File: config.mk
export PLATFORM = sky130hd
export DESIGN_NAME = intc_regfile
export DESIGN_NICKNAME = d
export VERILOG_FILES = /design/src/rtl/intc_pkg.sv /design/src/rtl/intc_addr_decode.sv /design/src/rtl/intc_src_core.sv /design/src/rtl/intc_regfile.sv
export SDC_FILE = /design/constraint.sdc
export NUM_CORES = 1
export LEC_CHECK = 0
export BUFFER_PORTS_ARGS = -buffer_cell sky130_fd_sc_hd__buf_4
export CAP_MARGIN = 30
export CORE_MARGIN = 4
export CORE_UTILIZATION = 61
export DETAILED_ROUTE_END_ITERATION = 6
export PLACE_DENSITY = 0.81
export SLEW_MARGIN = 20
export SYNTH_ARGS = -nofsm -noshare
export SYNTH_HDL_FRONTEND = slang
export SYNTH_SLANG_ARGS = --single-unit
File: constraint.sdc
create_clock -name clk -period 16.05 [get_ports clk]
set_clock_uncertainty 0.15 [all_clocks]
set_input_delay 2.4075 -clock clk [delete_from_list [all_inputs] [get_ports clk]]
set_output_delay 2.4075 -clock clk [all_outputs]
set_load 0.03 [all_outputs]
File: src/rtl/intc_pkg.sv
package intc_pkg;
  localparam int DW    = 32;
  localparam int NSRC  = 2 * DW;
  localparam int OFF_W = 12;
  localparam int AW    = 32;
  localparam int NCFG  = 4;

  localparam logic [OFF_W-1:0] OFF_ID    = 12'h000;
  localparam logic [OFF_W-1:0] OFF_MASK  = 12'h020;
  localparam logic [OFF_W-1:0] OFF_MSI   = 12'h040;
  localparam logic [OFF_W-1:0] OFF_TRIG  = 12'h060;
  localparam logic [OFF_W-1:0] OFF_CLR   = 12'h080;
  localparam logic [OFF_W-1:0] OFF_AUTOA = 12'h0C0;
  localparam logic [OFF_W-1:0] OFF_AUTOB = 12'h0E0;
  localparam logic [OFF_W-1:0] OFF_STAT  = 12'h3A0;
  localparam logic [OFF_W-1:0] OFF_POL   = 12'h3E0;

  localparam logic [DW-1:0] CTRL_ID  = 32'h4943_0040;
  localparam logic [DW-1:0] CTRL_VER = 32'h0000_0102;

  localparam int CFG_MASK = 0;
  localparam int CFG_MSI  = 1;
  localparam int CFG_TRIG = 2;
  localparam int CFG_POL  = 3;

  typedef enum logic [3:0] {
    SEL_NONE, SEL_ID, SEL_MASK, SEL_MSI, SEL_TRIG,
    SEL_CLR, SEL_AUTO, SEL_STAT, SEL_POL
  } sel_e;

  function automatic sel_e cfg_sel(input int idx);
    case (idx)
      CFG_MASK: cfg_sel = SEL_MASK;
      CFG_MSI:  cfg_sel = SEL_MSI;
      CFG_TRIG: cfg_sel = SEL_TRIG;
      default:  cfg_sel = SEL_POL;
    endcase
  endfunction

  function automatic logic [NSRC-1:0] put_half(input logic [NSRC-1:0] old,
                                               input logic [DW-1:0] w,
                                               input logic hi);
    put_half = hi ? {w, old[DW-1:0]} : {old[NSRC-1:DW], w};
  endfunction

  function automatic logic [DW-1:0] get_half(input logic [NSRC-1:0] v,
                                             input logic hi);
    get_half = hi ? v[NSRC-1:DW] : v[DW-1:0];
  endfunction
endpackage

File: src/rtl/intc_addr_decode.sv
module intc_addr_decode
  import intc_pkg::*;
(
  input  logic             req,
  input  logic             we,
  input  logic [OFF_W-1:0] off,
  output sel_e             sel,
  output logic             hi,
  output logic             err
);
  logic [OFF_W-1:0] base;
  logic             misaligned;
  logic             bad_dir;

  assign base       = {off[OFF_W-1:3], 3'b000};
  assign hi         = off[2];
  assign misaligned = |off[1:0];

  always_comb begin
    unique case (base)
      OFF_ID:    sel = SEL_ID;
      OFF_MASK:  sel = SEL_MASK;
      OFF_MSI:   sel = SEL_MSI;
      OFF_TRIG:  sel = SEL_TRIG;
      OFF_CLR:   sel = SEL_CLR;
      OFF_AUTOA: sel = SEL_AUTO;
      OFF_AUTOB: sel = SEL_AUTO;
      OFF_STAT:  sel = SEL_STAT;
      OFF_POL:   sel = SEL_POL;
      default:   sel = SEL_NONE;
    endcase
  end

  assign bad_dir = (we && sel == SEL_ID) || (!we && sel == SEL_CLR);
  assign err     = req && (misaligned || sel == SEL_NONE || bad_dir);
endmodule

File: src/rtl/intc_src_core.sv
module intc_src_core
  import intc_pkg::*;
(
  input  logic            clk,
  input  logic            rst_n,
  input  logic [NSRC-1:0] irq_in,
  input  logic [NSRC-1:0] pol,
  input  logic [NSRC-1:0] trig,
  input  logic            clr_wr,
  input  logic            isr_wr,
  input  logic            wr_hi,
  input  logic [DW-1:0]   wdata,
  output logic [NSRC-1:0] req_d,
  output logic [NSRC-1:0] req_q,
  output logic [NSRC-1:0] isr_q
);
  logic [NSRC-1:0] prev_q;
  logic [NSRC-1:0] corr;
  logic [NSRC-1:0] rise;
  logic [NSRC-1:0] clr_bits;
  logic [NSRC-1:0] isr_base;
  logic [NSRC-1:0] isr_d;

  assign corr     = irq_in ^ pol;
  assign rise     = corr & ~prev_q;
  assign clr_bits = clr_wr ? (put_half('0, wdata, wr_hi) & trig) : '0;

  always_comb begin
    req_d    = (trig & ((req_q & ~clr_bits) | rise)) | (~trig & corr);
    isr_base = isr_wr ? put_half(isr_q, wdata, wr_hi) : isr_q;
    isr_d    = (isr_base & ~clr_bits) | rise;
  end

  always_ff @(posedge clk or negedge rst_n) begin
    if (!rst_n) begin
      prev_q <= '0;
      req_q  <= '0;
      isr_q  <= '0;
    end else begin
      prev_q <= corr;
      req_q  <= req_d;
      isr_q  <= isr_d;
    end
  end

  // level-source requests track the corrected input, clear or not
  p_level_follows_r11: assert property (@(posedge clk) disable iff (!rst_n)
    1'b1 |=> ((req_q & ~$past(trig)) == ($past(corr) & ~$past(trig))));

  // an edge request that was low and saw no rising step stays low
  p_edge_no_spurious_r7: assert property (@(posedge clk) disable iff (!rst_n)
    (trig[0] && !req_q[0] && !(corr[0] && !prev_q[0])) |=> !req_q[0]);
endmodule

File: src/rtl/intc_regfile.sv
module intc_regfile
  import intc_pkg::*;
#(
  parameter int ADDR_W = AW
) (
  input  logic              clk,
  input  logic              rst_n,
  input  logic [NSRC-1:0]   irq_in,
  input  logic              bus_req,
  input  logic              bus_we,
  input  logic [ADDR_W-1:0] bus_addr,
  input  logic [DW-1:0]     bus_wdata,
  output logic              rsp_valid,
  output logic [DW-1:0]     rsp_rdata,
  output logic              rsp_err,
  output logic              irq_out
);
  logic [1:0] rst_sync_q;
  logic       rst_n_i;

  always_ff @(posedge clk or negedge rst_n) begin
    if (!rst_n) rst_sync_q <= 2'b00;
    else        rst_sync_q <= {rst_sync_q[0], 1'b1};
  end
  assign rst_n_i = rst_sync_q[1];

  logic unused_addr;
  assign unused_addr = ^bus_addr[ADDR_W-1:OFF_W];

  sel_e sel;
  logic hi;
  logic err;
  logic wr_ok;

  intc_addr_decode u_dec (
    .req (bus_req),
    .we  (bus_we),
    .off (bus_addr[OFF_W-1:0]),
    .sel (sel),
    .hi  (hi),
    .err (err)
  );

  assign wr_ok = bus_req && bus_we && !err;

  logic [NCFG-1:0][NSRC-1:0] cfg_q;
  logic [NCFG-1:0][NSRC-1:0] cfg_d;

  always_comb begin
    for (int i = 0; i < NCFG; i++) begin
      cfg_d[i] = (wr_ok && sel == cfg_sel(i)) ? put_half(cfg_q[i], bus_wdata, hi)
                                              : cfg_q[i];
    end
  end

  always_ff @(posedge clk or negedge rst_n_i) begin
    if (!rst_n_i) begin
      for (int i = 0; i < NCFG; i++) cfg_q[i] <= (i == CFG_MASK) ? '1 : '0;
    end else begin
      for (int i = 0; i < NCFG; i++) cfg_q[i] <= cfg_d[i];
    end
  end

  logic [NSRC-1:0] req_d;
  logic [NSRC-1:0] req_q;
  logic [NSRC-1:0] isr_q;

  intc_src_core u_core (
    .clk    (clk),
    .rst_n  (rst_n_i),
    .irq_in (irq_in),
    .pol    (cfg_q[CFG_POL]),
    .trig   (cfg_q[CFG_TRIG]),
    .clr_wr (wr_ok && sel == SEL_CLR),
    .isr_wr (wr_ok && sel == SEL_STAT),
    .wr_hi  (hi),
    .wdata  (bus_wdata),
    .req_d  (req_d),
    .req_q  (req_q),
    .isr_q  (isr_q)
  );

  logic [DW-1:0] rd_mux;
  always_comb begin
    unique case (sel)
      SEL_ID:   rd_mux = hi ? CTRL_VER : CTRL_ID;
      SEL_MASK: rd_mux = get_half(cfg_q[CFG_MASK], hi);
      SEL_MSI:  rd_mux = get_half(cfg_q[CFG_MSI], hi);
      SEL_TRIG: rd_mux = get_half(cfg_q[CFG_TRIG], hi);
      SEL_POL:  rd_mux = get_half(cfg_q[CFG_POL], hi);
      SEL_STAT: rd_mux = get_half(isr_q & ~cfg_q[CFG_MASK], hi);
      default:  rd_mux = '0;
    endcase
  end

  logic          rsp_valid_q;
  logic          rsp_err_q;
  logic [DW-1:0] rsp_rdata_q;
  logic          irq_q;
  logic [DW-1:0] rdata_d;
  logic          irq_d;

  assign rdata_d = (bus_req && !bus_we && !err) ? rd_mux : '0;
  assign irq_d   = |(req_d & ~cfg_d[CFG_MASK]);

  always_ff @(posedge clk or negedge rst_n_i) begin
    if (!rst_n_i) begin
      rsp_valid_q <= 1'b0;
      rsp_err_q   <= 1'b0;
      rsp_rdata_q <= '0;
      irq_q       <= 1'b0;
    end else begin
      rsp_valid_q <= bus_req;
      rsp_err_q   <= err;
      rsp_rdata_q <= rdata_d;
      irq_q       <= irq_d;
    end
  end

  assign rsp_valid = rsp_valid_q;
  assign rsp_err   = rsp_err_q;
  assign rsp_rdata = rsp_rdata_q;
  assign irq_out   = irq_q;

  // every request is answered in the following cycle
  p_rsp_follows_req_r13: assert property (@(posedge clk) disable iff (!rst_n_i)
    bus_req |=> rsp_valid);

  // a misaligned request is always flagged
  p_misalign_err_r3: assert property (@(posedge clk) disable iff (!rst_n_i)
    (bus_req && bus_addr[1:0] != 2'b00) |=> rsp_err);

  // a rejected access never carries data
  p_err_zero_data_r10: assert property (@(posedge clk) disable iff (!rst_n_i)
    rsp_err |-> (rsp_rdata == '0));

  // the output is never high without a pending request
  p_irq_needs_req_r12: assert property (@(posedge clk) disable iff (!rst_n_i)
    irq_out |-> (|req_q));
endmodule

==> impl_summary.txt <==
----------------------------------------------------
[Final layout]
  Utilization after layout ... 71.2%
  Post-layout nets ... 2363
  Post-Layout Inst Area ... 26300 um^2
  Commonest non-fill, non-tap cells in the layout ... sky130_fd_sc_hd__dfrtp_1 (420), sky130_fd_sc_hd__nand2_1 (266), sky130_fd_sc_hd__buf_4 (173)
  Fraction of final layout cells with drive strength greater than 1 ... 21.6%
  Most frequent standard cell in the layout excluding fill and tap cells ... sky130_fd_sc_hd__dfrtp_1
  Area delta synth->final ... 14.4%
  Final Non-Filler Cells ... 2779

[Setup path]
  Worst setup EP type ... register
  Worst path buffer plus inverter count ... 3
  Reg2reg start ... rst_sync_q[1]
  Critical path type ... primary input to register
  Cells on worst reg2reg path ... 4
  Capturing element of the worst setup path ... irq_out
  Slowest stage delay, CP ... 0.82 ns
  Crit-path max FO ... 99
  Reg2Reg Setup Slack ... 13.03 ns
  CP Launch Type ... primary input
  Worst Path Required ... 16.34 ns
  CP startpoint ... bus_addr[2]
  Capture point of the worst reg-to-reg path ... cfg_q[62]
  Slowest stage cell on the critical path ... sky130_fd_sc_hd__buf_4
  Top cell family by delay on the critical path ... buffers and inverters
  WP data arrival ... 6.46 ns
  CP Cell Sequence ... buf_8 -> buf_4 -> nand4_1 -> nor4_4 -> buf_4 -> a31oi_1 -> a22oi_1 -> nand2_1 -> nor4_1 -> nand4_1
  Number of cells on the critical path ... 10

[Worst hold path]
  Hold crit path type ... register to async pin

[Floorplan]
  Std-Cell Rows ... 70
  Starting density of the core ... 62.3%
  Overall die width ... 202 um
  Number of I/O pins ... 167
  Area of the die ... 40800 um^2
  Vertical extent of the die ... 202 um
  Floorplan core area ... 36900 um^2

[Global route]
  Vias in the first global route ... 18000
  First-pass GRT wire length ... 101000 um
  Total grt overflow ... 0
  Initial antenna violation count ... 2
  Overall routing resource usage ... 31.4%
  Pin count of the biggest net entering global routing ... 100

[STA]
  Share of the clock period used by the worst path ... 38.5%
  Clock period minus worst slack ... 6.17 ns
  Peak clock frequency supported by timing ... 162 MHz
  Hold Fails Final Rpt ... 0
  Worst rel slew slack ... 31.6%
  Number of max-slew violations in the final report ... 0
  Setup violations, final ... 0
  Total Neg Setup Slack ... 0 ns
  Pin slew with the least headroom to its limit ... 1.02 ns
  Setup repair after global routing missed its margin ... no

[Route]
  Per-cell routed wire length ... 23.6 um
  Vias per inst ... 6.42
  Remaining antenna violation count ... 0
  First-pass detailed-route iteration total ... 7
  Aggregate routed wire length ... 65500 um
  Vias ... 17800
  DRC Markers ... 8
  Number of DRC markers in iteration 0 ... 1683

[CTS]
  Setup bufs post-CTS ... 0
  Clk Latency, worst-skew pair ... 0.58 ns
  Master cell of the clock root buffer ... sky130_fd_sc_hd__clkbuf_16
  H-tree levels ... 2
  Clock-pin slew on the worst setup and hold paths ... 0.06 ns
  Maximum count of clock buffers along a single path ... 3
  Resize count post-CTS ... 0
  Clock tree from TritonCTS ... built
  TritonCTS sink count ... 485
  Hold-fix buffers, CTS ... 0
  Total clock buffers created by CTS ... 51

[Placed design]
  Number of placed cells counting well taps ... 2680
  Sum of net half-perimeters after detailed placement ... 39300 um
  Cell area after placement ... 24400 um^2
  Placer congestion estimate ... 0.862
  Number of buffer cells added on primary ports ... 146

[Power]
  NetSw ... 592 uW
  Internal power contribution ... 2.04 mW
  Sequential cell fraction of total power ... 47.5%
  Proportion of power drawn by combinational gates ... 5.5%
  Switching share of power ... 22.5%
  Fraction of power consumed by the clock network ... 47.1%
  Maximum VDD drop ... 0.0819 mV
  Total Power Consumption ... 2.63 mW
  Leakage component of the power ... 13.0 nW
  Power Density ... 100 nW/um^2

[Synth]
  Mean cell area of the mapped netlist ... 10.7 um^2
  Number of flops mapped to enable cells by yosys ... 0
  Count of state elements after synthesis ... 485
  Most used DFF post-synth ... sky130_fd_sc_hd__dfrtp_1
  Gate count of the mapped netlist ... 2137
  Number of nets in the synthesized netlist ... 2269
  Unique masters post-synth ... 57
  Portion of the post-synthesis area used by sequential elements ... 53.2%
  Proportion of register bits with asynchronous set or reset after synthesis ... 100%
  YS warnings ... 0
  Netlist area before placement ... 23000 um^2

[Status]
  Outcome ... complete, but fails checks
  Violations in the final reports ... design-rule violations

[Job]
  Number of maximum-capacitance violations ... 0

----------------------------------------------------
synthesized netlist by cell type, types with 4 or more instances:
| master | instances | area (um^2) |
|---|---|---|
| sky130_fd_sc_hd__o2bb2ai_1 | 32 | 280 |
| sky130_fd_sc_hd__dfrtp_1 | 421 | 10500 |
| sky130_fd_sc_hd__a22oi_1 | 75 | 563 |
| sky130_fd_sc_hd__dfstp_2 | 64 | 1680 |
| sky130_fd_sc_hd__clkbuf_1 | 75 | 282 |
| sky130_fd_sc_hd__o21ai_1 | 30 | 150 |
| sky130_fd_sc_hd__and3_1 | 4 | 25.0 |
| sky130_fd_sc_hd__or3_1 | 21 | 131 |
| sky130_fd_sc_hd__a31oi_1 | 79 | 494 |
| sky130_fd_sc_hd__nand2b_1 | 11 | 68.8 |
| sky130_fd_sc_hd__xor2_1 | 65 | 569 |
| sky130_fd_sc_hd__mux2_2 | 134 | 1510 |
| sky130_fd_sc_hd__nand2_1 | 268 | 1010 |
| sky130_fd_sc_hd__inv_1 | 122 | 458 |
| sky130_fd_sc_hd__buf_2 | 36 | 180 |
| sky130_fd_sc_hd__mux2_1 | 70 | 788 |
| sky130_fd_sc_hd__buf_1 | 24 | 90.1 |
| sky130_fd_sc_hd__o21ai_0 | 14 | 70.1 |
| sky130_fd_sc_hd__nor2_1 | 100 | 375 |
| sky130_fd_sc_hd__a21oi_1 | 40 | 200 |
| sky130_fd_sc_hd__o32a_1 | 30 | 300 |
| sky130_fd_sc_hd__nand4_1 | 13 | 81.3 |
| sky130_fd_sc_hd__nor3_1 | 44 | 220 |
| sky130_fd_sc_hd__nand3_1 | 77 | 385 |
| sky130_fd_sc_hd__a31o_2 | 12 | 105 |
| sky130_fd_sc_hd__o22ai_1 | 86 | 538 |
| sky130_fd_sc_hd__mux2i_1 | 144 | 1440 |
| sky130_fd_sc_hd__nor4_1 | 7 | 43.8 |
metal layers:
| layer | GRT usage (%) | wire length [um] | vias up |
|---|---|---|---|
| li1 | - | - | 7819 |
| met1 | 41.3 | 25100 | 8847 |
| met2 | 50.9 | 30900 | 929 |
| met3 | 6.24 | 6210 | 233 |
| met4 | 14.5 | 3350 | 2 |
| met5 | 0 | 9 | - |
cells by family after synthesis:
family                    after synthesis  share of synthesized area [%]
and+or+nand+nor                       568                           11.2
DFF                                   485                           53.2
AOI/OAI and AO/OA                     409                           12.2
muxes                                 348                           16.3
buffers and inverters                 261                           4.56
xor gates and xnor gates               65                           2.48
other                                   1                         0.0163
layout make-up:
type	count	area, um^2
Fill cell	2550	10600
Clock buffer	84	1590
Antenna cell	2	5.00
Inverter	122	458
Multi-Input combinational cell	1391	9760
Clock inverter	11	180
Timing Repair Buffer	180	1420
Tap cell	504	631
Sequential cell	485	12200
power by group through the flow:
stage               clock network [mW]  registers [mW]  logic, mW
floorplan                            0            1.29     0.0654
global placement                     0            1.27      0.133
detailed placement                   0            1.27      0.138
CTS                               1.25            1.25      0.139
global route                      1.30            1.25      0.157
finish                            1.24            1.25      0.144
state kept, by name, indices dropped and copies added, names as in the netlist:
signal,count
cfg_q,256
u_core.isr_q,64
u_core.prev_q,64
u_core.req_q,64
rsp_rdata,32
rst_sync_q,2
irq_out,1
rsp_err,1
rsp_valid,1
worst min path at each step:
stage             startpoint             to  slack, ns
3_5_place_dp   rst_sync_q[0]  rst_sync_q[1]       0.19
4_1_cts        rst_sync_q[0]  rst_sync_q[1]       0.20
3_3_place_gp   rst_sync_q[0]  rst_sync_q[1]       0.19
6_report       rst_sync_q[1]      cfg_q[76]       0.14
2_1_floorplan  rst_sync_q[0]  rst_sync_q[1]       0.18
5_1_grt        rst_sync_q[1]     cfg_q[206]       0.19
per-stage QoR:
stage          setup WS [ns]  hold WS (ns)
2_1_floorplan           1.49         0.181
3_3_place_gp            9.63         0.187
3_5_place_dp            9.53         0.186
4_1_cts                10.10         0.199
5_1_grt                 9.90         0.195
6_report                9.88         0.141
Note: power is estimated with default switching activity, not from simulation.
